## config.mk

```make
export PLATFORM = sky130hd
export DESIGN_NAME = dpd_codec
export DESIGN_NICKNAME = d
export VERILOG_FILES = /design/src/rtl/dpd_pkg.sv /design/src/rtl/dpd_declet_dec.sv /design/src/rtl/dpd_declet_enc.sv /design/src/rtl/dpd_half.sv /design/src/rtl/dpd_codec.sv
export SDC_FILE = /design/constraint.sdc
export NUM_CORES = 1
export LEC_CHECK = 0
export ABC_AREA = 1
export BUFFER_PORTS_ARGS = -buffer_cell sky130_fd_sc_hd__buf_4
export CAP_MARGIN = 20
export CORE_UTILIZATION = 30
export CTS_CLUSTER_DIAMETER = 80
export DETAILED_ROUTE_END_ITERATION = 7
export PLACE_DENSITY_LB_ADDON = 0.1
export SLEW_MARGIN = 20
export SYNTH_ARGS = -nofsm -noshare
export SYNTH_HDL_FRONTEND = slang
export SYNTH_SLANG_ARGS = --single-unit
```

## constraint.sdc

```tcl
create_clock -name clk -period 1.41 [get_ports clk]
set_clock_uncertainty 0.15 [all_clocks]
set_input_delay 0.3525 -clock clk [delete_from_list [all_inputs] [get_ports clk]]
set_output_delay 0.3525 -clock clk [all_outputs]
set_load 0.1 [all_outputs]
```

## src/rtl/dpd_pkg.sv

```systemverilog
package dpd_pkg;

  localparam int DECLET_W = 10;
  localparam int DIGIT_W  = 4;
  localparam int TRIPLE_W = 3 * DIGIT_W;

  typedef enum logic {
    MODE_DECODE = 1'b0,
    MODE_ENCODE = 1'b1
  } codec_mode_e;

  // Declet bits, high to low: p q r s t u v w x y.
  function automatic logic [TRIPLE_W-1:0] dpd_unpack(input logic [DECLET_W-1:0] dl);
    logic p, q, r, s, t, u, v, w, x, y;
    logic [DIGIT_W-1:0] hun, ten, one;
    {p, q, r, s, t, u, v, w, x, y} = dl;
    hun = {1'b0, p, q, r};
    ten = {1'b0, s, t, u};
    one = {1'b0, w, x, y};
    if (v) begin
      unique case ({w, x})
        2'b00: one = {3'b100, y};
        2'b01: begin
          ten = {3'b100, u};
          one = {1'b0, s, t, y};
        end
        2'b10: begin
          hun = {3'b100, r};
          one = {1'b0, p, q, y};
        end
        default: begin
          unique case ({s, t})
            2'b00: begin
              hun = {3'b100, r};
              ten = {3'b100, u};
              one = {1'b0, p, q, y};
            end
            2'b01: begin
              hun = {3'b100, r};
              ten = {1'b0, p, q, u};
              one = {3'b100, y};
            end
            2'b10: begin
              ten = {3'b100, u};
              one = {3'b100, y};
            end
            default: begin
              hun = {3'b100, r};
              ten = {3'b100, u};
              one = {3'b100, y};
            end
          endcase
        end
      endcase
    end
    return {hun, ten, one};
  endfunction

  // Digit flags a, e, i are nibble bit 3; remaining bits b c d, f g h, j k m.
  function automatic logic [DECLET_W-1:0] dpd_pack(input logic [TRIPLE_W-1:0] dg);
    logic a, b, c, d, e, f, g, h, i, j, k, m;
    logic [DECLET_W-1:0] res;
    {a, b, c, d} = dg[11:8];
    {e, f, g, h} = dg[7:4];
    {i, j, k, m} = dg[3:0];
    unique case ({a, e, i})
      3'b000: res = {b, c, d, f, g, h, 1'b0, j, k, m};
      3'b001: res = {b, c, d, f, g, h, 3'b100, m};
      3'b010: res = {b, c, d, j, k, h, 3'b101, m};
      3'b100: res = {j, k, d, f, g, h, 3'b110, m};
      3'b110: res = {j, k, d, 2'b00, h, 3'b111, m};
      3'b101: res = {f, g, d, 2'b01, h, 3'b111, m};
      3'b011: res = {b, c, d, 2'b10, h, 3'b111, m};
      default: res = {2'b00, d, 2'b11, h, 3'b111, m};
    endcase
    return res;
  endfunction

endpackage

```

## src/rtl/dpd_declet_dec.sv

```systemverilog
module dpd_declet_dec
  import dpd_pkg::*;
(
  input  logic [DECLET_W-1:0] declet_i,
  output logic [TRIPLE_W-1:0] digits_o
);
  always_comb digits_o = dpd_unpack(declet_i);
endmodule

```

## src/rtl/dpd_declet_enc.sv

```systemverilog
module dpd_declet_enc
  import dpd_pkg::*;
(
  input  logic [TRIPLE_W-1:0] digits_i,
  output logic [DECLET_W-1:0] declet_o
);
  always_comb declet_o = dpd_pack(digits_i);
endmodule

```

## src/rtl/dpd_half.sv

```systemverilog
module dpd_half
  import dpd_pkg::*;
#(
  parameter int HALF_W = 32,
  parameter int LANES  = 2
) (
  input  logic              mode,
  input  logic [HALF_W-1:0] half_in,
  output logic [HALF_W-1:0] half_out
);
  localparam int DIG_SPAN = LANES * TRIPLE_W;
  localparam int DEC_SPAN = LANES * DECLET_W;

  logic [DIG_SPAN-1:0] dec_digits;
  logic [DEC_SPAN-1:0] enc_declets;

  for (genvar l = 0; l < LANES; l++) begin : g_lane
    dpd_declet_dec u_dec (
      .declet_i (half_in[l*DECLET_W +: DECLET_W]),
      .digits_o (dec_digits[l*TRIPLE_W +: TRIPLE_W])
    );
    dpd_declet_enc u_enc (
      .digits_i (half_in[l*TRIPLE_W +: TRIPLE_W]),
      .declet_o (enc_declets[l*DECLET_W +: DECLET_W])
    );
  end

  if (HALF_W > DIG_SPAN) begin : g_spare
    logic unused_spare;
    assign unused_spare = ^half_in[HALF_W-1:DIG_SPAN];
  end

  always_comb begin
    if (codec_mode_e'(mode) == MODE_ENCODE) half_out = HALF_W'(enc_declets);
    else                                    half_out = HALF_W'(dec_digits);
  end
endmodule

```

## src/rtl/dpd_codec.sv

```systemverilog
module dpd_codec
  import dpd_pkg::*;
#(
  parameter int WORD_W = 64,
  parameter int HALF_W = 32,
  parameter int LANES  = 2
) (
  input  logic              clk,
  input  logic              rst,
  input  logic              in_valid,
  input  logic              mode,
  input  logic [WORD_W-1:0] in_word,
  output logic              out_valid,
  output logic [WORD_W-1:0] out_word
);
  localparam int HALVES = WORD_W / HALF_W;

  logic [WORD_W-1:0] next_word;
  logic              load_en;

  assign load_en = in_valid;

  for (genvar hh = 0; hh < HALVES; hh++) begin : g_half
    dpd_half #(.HALF_W(HALF_W), .LANES(LANES)) u_half (
      .mode     (mode),
      .half_in  (in_word[hh*HALF_W +: HALF_W]),
      .half_out (next_word[hh*HALF_W +: HALF_W])
    );
  end

  always_ff @(posedge clk) begin
    if (rst) begin
      out_valid <= 1'b0;
      out_word  <= '0;
    end else begin
      out_valid <= load_en;
      if (load_en) out_word <= next_word;
    end
  end
endmodule

```

; ---- Word-level counts from Yosys, hierarchy flattened
; Cells that the tools add are included.
[totals]
n_memories = 0
input_bits = 68
latch_bits = 0
register_bits = 65
elab_cells = 104
out_inout_bits = 65
mem_bits_ro = 0
ramBits = 0
[op_classes]
n_mux = 42
n_eq_ne = 40
mul = 0
bitwise_logic = 0
reduce_logical = 20
div_mod_pow = 0
magnitude_cmp = 0
shift = 0
add_sub_neg = 0
[op_table]
columns = op, count
row1 = 10-bit case mux with 7 select lines, 4
row2 = 4-bit two-way mux, 24
row3 = 4-bit case mux with 2 select lines, 8
row4 = 24-bit two-way mux, 2
row5 = 4-bit case mux with 3 select lines, 4
row6 = "3-bit == test, second input constant", 12
row7 = "3-bit by 2-bit == test with 1-bit output, second input constant", 8
row8 = "2-bit by 1-bit == test with 1-bit output, second input constant", 8
row9 = "2-bit == test, second input constant", 8
row10 = 2-bit zero test, 8
row11 = 2-bit OR reduction, 8
row12 = "3-bit by 1-bit == test with 1-bit output, second input constant", 4
row13 = 3-bit zero test, 4

; ---- Logic depth before layout (Yosys ltp)
; Gate-level depths: netlist of the first run.
[depth]
word_depth = 5
ltp_mapped = 10

; ---- Hierarchy
; Synthesis of the first run repeated with hierarchy kept, for this count alone.
[hier_totals]
hier_cells = 886
hier_area_um2 = 4888.4
[by_module_without_submodules]
columns = mod, area_each_um2, cells_each, seq_area_each_um2, n_inst
row1 = dpd_codec, 2646.3, 408, 1301.2, 1
row2 = dpd_half, 407.9, 83, 0.0, 2
row3 = dpd_declet_dec, 188.9, 42, 0.0, 4
row4 = dpd_declet_enc, 167.7, 36, 0.0, 4

; ---- Least setup slack after synthesis of the first run
; Ideal clock, no wire load.
[synth_timing]
kind = register -> register
start = reg out_word[43] (netlist name)
end = reg out_word[43]
stages_incl_launch_ff = 4
t_arrival_ns = 1.341
n_path_buf = 0
synth_period_minus_slack_ns = 1.561
path_slack_ns = -0.151
cell_sequence = dfxtp_1 o21ai_0 a21oi_1 a21boi_1
[synth_lines]
columns = item, line_no
row1 = end signal: assignment, dpd_codec.sv:37  ; if (load_en) out_word <= next_word;
row2 = end: declaration, dpd_codec.sv:14  ; output logic [WORD_W-1:0] out_word

; ---- Final worst setup path of the first run
[layout_timing]
start = reg out_word[9]
end = out out_word[9]
; No word-level cell between the ends.

==> impl_metrics.toml, run 1 <==
[yosys]
post-synth-top-count-cell = "nand2_1"
yosysWarnings = 0
ys_ff_latch = 49
synthesis.area_mm2 = 0.00326
synth_common_cells = "nand2_1, nand3_1, dfxtp_1"
netlist_instances = 531
yosys.area.top_type = "dfxtp_1"
avgSynthCellArea_um2 = 6.14
yosysTopAreaCellShare_pct = 30.1
yosysSeqAreaShare_pct = 30.1
ys.flop_type = "dfxtp_1"
async_flop_share_pct = 0
synthDistinctLibCells = 34
synthTopCellsByArea = "dfxtp_1, nand2_1, nand3_1"
synth_edf_count = 0

[global_route]
overflow = 0
grtUsageMet1_pct = 26.5
grt_use_met3_pct = 3.31
grt_pass1_vias = 3446
gr-usage-met2_pct = 32.0
track_usage_pct = 19.5
antenna_found_initial = 0
grt_max_degree = 29
grt_first_pass_wirelength_um = 17500
grt-busiest-layer = "met2"

[setup_path]
crit_fanout = 2
rrSetupSlack_ps = 410
rr_startpoint = "out_word[43]$_SDFFE_PP0P_"
critPathKind = "reg2out"
reg2regPathDepth = 3
r2r-end = "out_word[43]$_SDFFE_PP0P_"
crit_start = "out_word[9]$_SDFFE_PP0P_"
worstPathRequired_ps = 910
end_kind = "primary output"
crit_path_end = "out_word[9]"
critPathTopFamily = "flip-flops"
cpMaxStageDelayCell = "dfxtp_2"
critPathBufInv = 1
path_depth = 1
arrival_ps = 880
cp_slowest_stage_delay_ps = 370
worstPathCellList = "buf_8"
startpoint_type = "register"

[drt]
wl_per_cell_um = 13.9
drt_iter0_drc = 159
num_vias = 3682
first_pass_iters = 4
ant_nets = 0
viasPerCell = 4.79
route.detailed.drc = 0
wl_um = 10700

[floorplan]
die-area_mm2 = 0.0113
coreArea_mm2 = 0.0104
die_h_um = 106
io_pins = 133
num_rows = 37
initial_utilization_pct = 31.3
die_w_um = 106

[timing]
fin_crit_sh_pct = 98.2
setup_violations = 0
slew_viol_final = 0
clock.fmax_mhz = 722
hold_violations = 0
finalCriticalPeriod_ps = 1380
rsz0062_at_grt = "no"
setup_ws_ps = 25.5
fin_tns_setup_ps = 0

[power]
power.density_mw_per_mm2 = 932
p_leak_uw = 0.00221
ir_drop_v = 0.000439
p_total_uw = 4270

[clock_tree]
numCtsBuffers = 5
cts_root_buf = "clkbuf_8"
ctsHoldBuffers = 0
clkLatencyLatePin_ps = 310
cts_tree = "yes"
clk_pin_slew_worst_paths_ps = 100
clockBufferDepth = 2
cts_sinks = 49
htreeDepth = 2

[flow_run]
max_cap_violations = 0

[placement]
io_buffers = 100
dp_cells = 761
finalWeightedCongestion = 0.825
dp_slack_ps = -56.9
hpwl_um = 8100

[cells_and_area]
syn2layout_area_growth_pct = 40.7
num_antenna_cells = 0
fin_nets = 700
utilization_pct = 44.0
instances_no_fill = 769
drive_gt1_share_pct = 30.3

[min_path]
hp-class = "in2reg"

[run_status]
outcome = "finished clean"
[kinds of logic (layout without fill, tap and decap cells)]
logic type / count (synthesis) / in the layout / synth area share, %
AOI/OAI and AO/OA: 97 / 97 / 16.6
buffers and inverters: 93 / 180 / 15.2
DFF: 49 / 49 / 30.1
other: 1 / 16 / 0.115
and+or+nand+nor: 291 / 291 / 38.0
[repair_timing]
action                     CTS  global route
setup endpoints to repair   49            26
buffers inserted             0             0
gates resized for setup     57            28
gates cloned                 0             0
[where the power goes]
group          total (uW)  internal [uW]  switching (uW)
clock                 852            355             497
combinational        1850            530            1320
sequential           1570           1490            78.9
[sequential cells by signal (all words and copies together) (netlist names)]
name,count
out_word,48
out_valid,1
[per-layer routing]
metal | wire [um] | part of all wire, %
met5 | 0 | 0
met4 | 96 | 0.90
met3 | 499 | 4.7
met2 | 5010 | 47
met1 | 5070 | 47
[worst min-delay path by stage]
stage / start / to / slack [ps] / depth (start not counted)
floorplan: in_word[0] / out_word[0]$_SDFFE_PP0P_ / 340 / 2
global placement: out_word[20]$_SDFFE_PP0P_ / out_word[20]$_SDFFE_PP0P_ / 300 / 2
detailed placement: out_word[49]$_SDFFE_PP0P_ / out_word[49]$_SDFFE_PP0P_ / 300 / 2
CTS: rst / out_valid$_SDFF_PP0_ / 90 / 2
global route: rst / out_valid$_SDFF_PP0_ / 80 / 2
finish: rst / out_valid$_SDFF_PP0_ / 100 / 2
[stage by stage]
stage	cell area [um2]	hold WS (ps)
after global placement	4180	299
after floorplan	3380	337
after detailed placement	4180	303
final	4590	96.7
after global routing	4590	79.8
after CTS	4480	85.3
[cells in the final DEF, fill, tap and decap left out, types with 3 or more instances in the layout]
| cell | netlist | routed |
|---|---|---|
| nand2_1 | 164 | 164 |
| buf_4 | 21 | 73 |
| nand3_1 | 63 | 63 |
| dfxtp_2 | 0 | 48 |
| a21oi_1 | 46 | 46 |
| inv_1 | 43 | 43 |
| nor2_1 | 43 | 43 |
| buf_8 | 0 | 25 |
| o21ai_0 | 23 | 23 |
| buf_6 | 5 | 19 |
| conb_1 | 1 | 16 |
| o21ai_1 | 8 | 8 |
| nand4_1 | 6 | 6 |
| buf_12 | 0 | 6 |
| nand3b_1 | 5 | 5 |
| a31oi_1 | 5 | 5 |
| clkbuf_8 | 0 | 5 |
| a21boi_1 | 4 | 4 |
| o211ai_1 | 4 | 4 |
| inv_2 | 3 | 3 |
| nand2_2 | 3 | 3 |
| clkbuf_1 | 3 | 3 |
[final cells by class]
type / count / area [um2]
inverters: 49 / 194
fillers: 1121 / 5830
multi-input cells: 404 / 1840
flip-flops and latches: 49 / 1040
well taps: 136 / 170
repair buffers: 123 / 1260
clock buffers: 8 / 80.1
No activity file was read; power rests on OpenSTA's default activity.
==> inputs of run 2 (changes only) <==
--- a/config.mk
+++ b/config.mk
@@ -8,10 +8,11 @@
 export ABC_AREA = 1
 export BUFFER_PORTS_ARGS = -buffer_cell sky130_fd_sc_hd__buf_4
 export CAP_MARGIN = 20
+export CORE_MARGIN = 4
 export CORE_UTILIZATION = 30
 export CTS_CLUSTER_DIAMETER = 80
 export DETAILED_ROUTE_END_ITERATION = 7
-export PLACE_DENSITY_LB_ADDON = 0.1
+export PLACE_DENSITY_LB_ADDON = 0.05
 export SLEW_MARGIN = 20
 export SYNTH_ARGS = -nofsm -noshare
 export SYNTH_HDL_FRONTEND = slang
==> run 2 against run 1 <==
  * Total power grew 9.4%
  * Non-clock buffer count shrank 2
  * Largest power group unchanged
  * Utilization grew 0.47 points
  * Design area grew 1.5%
  * Sequential power is essentially flat
  * Via count grew 0.33%
==> impl_metrics.toml, run 2 (synthesis results as in run 1) <==
[run_status]
outcome = "finished clean"

[setup_path]
rr_startpoint = "out_word[43]$_SDFFE_PP0P_"
path_depth = 1
end_kind = "primary output"
crit_path_end = "out_word[48]"
worstPathCellList = "buf_6"
worstPathRequired_ps = 910
crit_start = "out_word[48]$_SDFFE_PP0P_"
reg2regPathDepth = 3
critPathTopFamily = "flip-flops"
critPathBufInv = 1
cp_slowest_stage_delay_ps = 350
arrival_ps = 880
startpoint_type = "register"
r2r-end = "out_word[43]$_SDFFE_PP0P_"
cpMaxStageDelayCell = "dfxtp_2"
crit_fanout = 2
critPathKind = "reg2out"
rrSetupSlack_ps = 460

[timing]
fin_crit_sh_pct = 98.4
fin_tns_setup_ps = 0
rsz0062_at_grt = "no"
hold_violations = 0
setup_violations = 0
finalCriticalPeriod_ps = 1390
clock.fmax_mhz = 721
slew_viol_final = 0
setup_ws_ps = 23.0

[min_path]
hp-class = "in2reg"
whs_path_depth = 3

[power]
p_leak_uw = 0.00224
power.density_mw_per_mm2 = 1000
p_total_uw = 4670
ir_drop_v = 0.000441

[global_route]
track_usage_pct = 16.7
grt_use_met3_pct = 4.20
grtUsageMet1_pct = 21.8
overflow = 0
antenna_found_initial = 0
grt_pass1_vias = 3470
grt_max_degree = 29
gr-usage-met2_pct = 28.2
grt-busiest-layer = "met2"
grt_first_pass_wirelength_um = 17400

[drt]
wl_per_cell_um = 14.2
wl_um = 10900
drt_iter0_drc = 146
num_vias = 3694
first_pass_iters = 4
route.detailed.drc = 0
ant_nets = 0
viasPerCell = 4.82

[clock_tree]
clockBufferDepth = 2
post_cts_buffers = 0
cts_root_buf = "clkbuf_8"
htreeDepth = 2
numCtsBuffers = 5
cts_tree = "yes"
clk_pin_slew_worst_paths_ps = 100
cts_sinks = 49
clkLatencyLatePin_ps = 310

[cells_and_area]
top_register = "out_word"
fin_nets = 698
num_antenna_cells = 0
syn2layout_area_growth_pct = 42.9
fillCellCount = 1129
largest_reg_flops = 48
top_regs = "out_word: 48 flops, out_valid: 1 flops"
final_common_cell = "nand2_1"
drive_gt1_share_pct = 30.6
final_cell_mix = "nand2_1, buf_4, nand3_1"
multi_input_area_mm2 = 0.00184
regArea_mm2 = 0.00104

[placement]
hpwl_um = 8280
io_buffers = 100
dp_slack_ps = -15.8
finalWeightedCongestion = 0.891

[floorplan]
die_w_um = 112
die-area_mm2 = 0.0126
initial_utilization_pct = 31.1
num_rows = 37
io_pins = 133
coreArea_mm2 = 0.0105
die_h_um = 112

[flow_run]
max_cap_violations = 0
==> run 2: changes by cell type in the layout (fill, tap and decap cells not counted) <==
cell,previous run,this run
buf_12,6,13
buf_4,73,70
buf_6,19,22
buf_8,25,16
bufinv_16,0,2
clkbuf_1,3,0
clkinv_2,0,1
==> run 2: what timing repair did <==
item	4_1_cts	5_1_grt
hold buffers	0	0
setup endpoints to repair	49	26
gates resized for setup	53	35
==> run 2: report_power, final <==
group	switching (uW)	internal (uW)
logic	1320	542
clock network	532	706
registers	77.6	1490
==> run 2: through the flow <==
step           utilization, %  cells  cell area [um2]  hold slack (ps)
6_report                 44.5    767             4660              112
5_1_grt                  44.5    767             4660              120
4_1_cts                  43.1    767             4510              105
3_5_place_dp             39.9    759             4180              302
3_3_place_gp             39.9    759             4180              300
2_1_floorplan               -    546             3380              337
==> run 2: worst reg2reg max path, stage by stage (launching register included) <==
cell,delay (ps)
dfxtp_2,370
o21ai_0,70
a21oi_1,130
a21boi_1,170
==> run 2: how the worst min path moves through the flow <==
stage,slack [ps],startpoint,end
floorplan,340,in_word[0],out_word[0]$_SDFFE_PP0P_
global placement,300,out_word[21]$_SDFFE_PP0P_,out_word[21]$_SDFFE_PP0P_
detailed placement,300,out_word[54]$_SDFFE_PP0P_,out_word[54]$_SDFFE_PP0P_
CTS,100,in_word[32],out_word[32]$_SDFFE_PP0P_
global route,120,in_word[32],out_word[32]$_SDFFE_PP0P_
finish,110,in_word[36],out_word[36]$_SDFFE_PP0P_
==> run 2: layer usage <==
metal | up-vias | part of all wire [%]
met3 | 7 | 7.4
met4 | 0 | 0.77
li1 | 1889 | -
met1 | 1673 | 44
met2 | 125 | 48
met5 | - | 0
==> run 2: final cells by class <==
cell class	instances	area share, %
sequential	49	22.4
clock inverter	3	1.40
clock buffer	5	1.48
multi-input combinational	404	39.5
timing repair buffer	121	27.4
tap	136	3.65
inverter	49	4.17
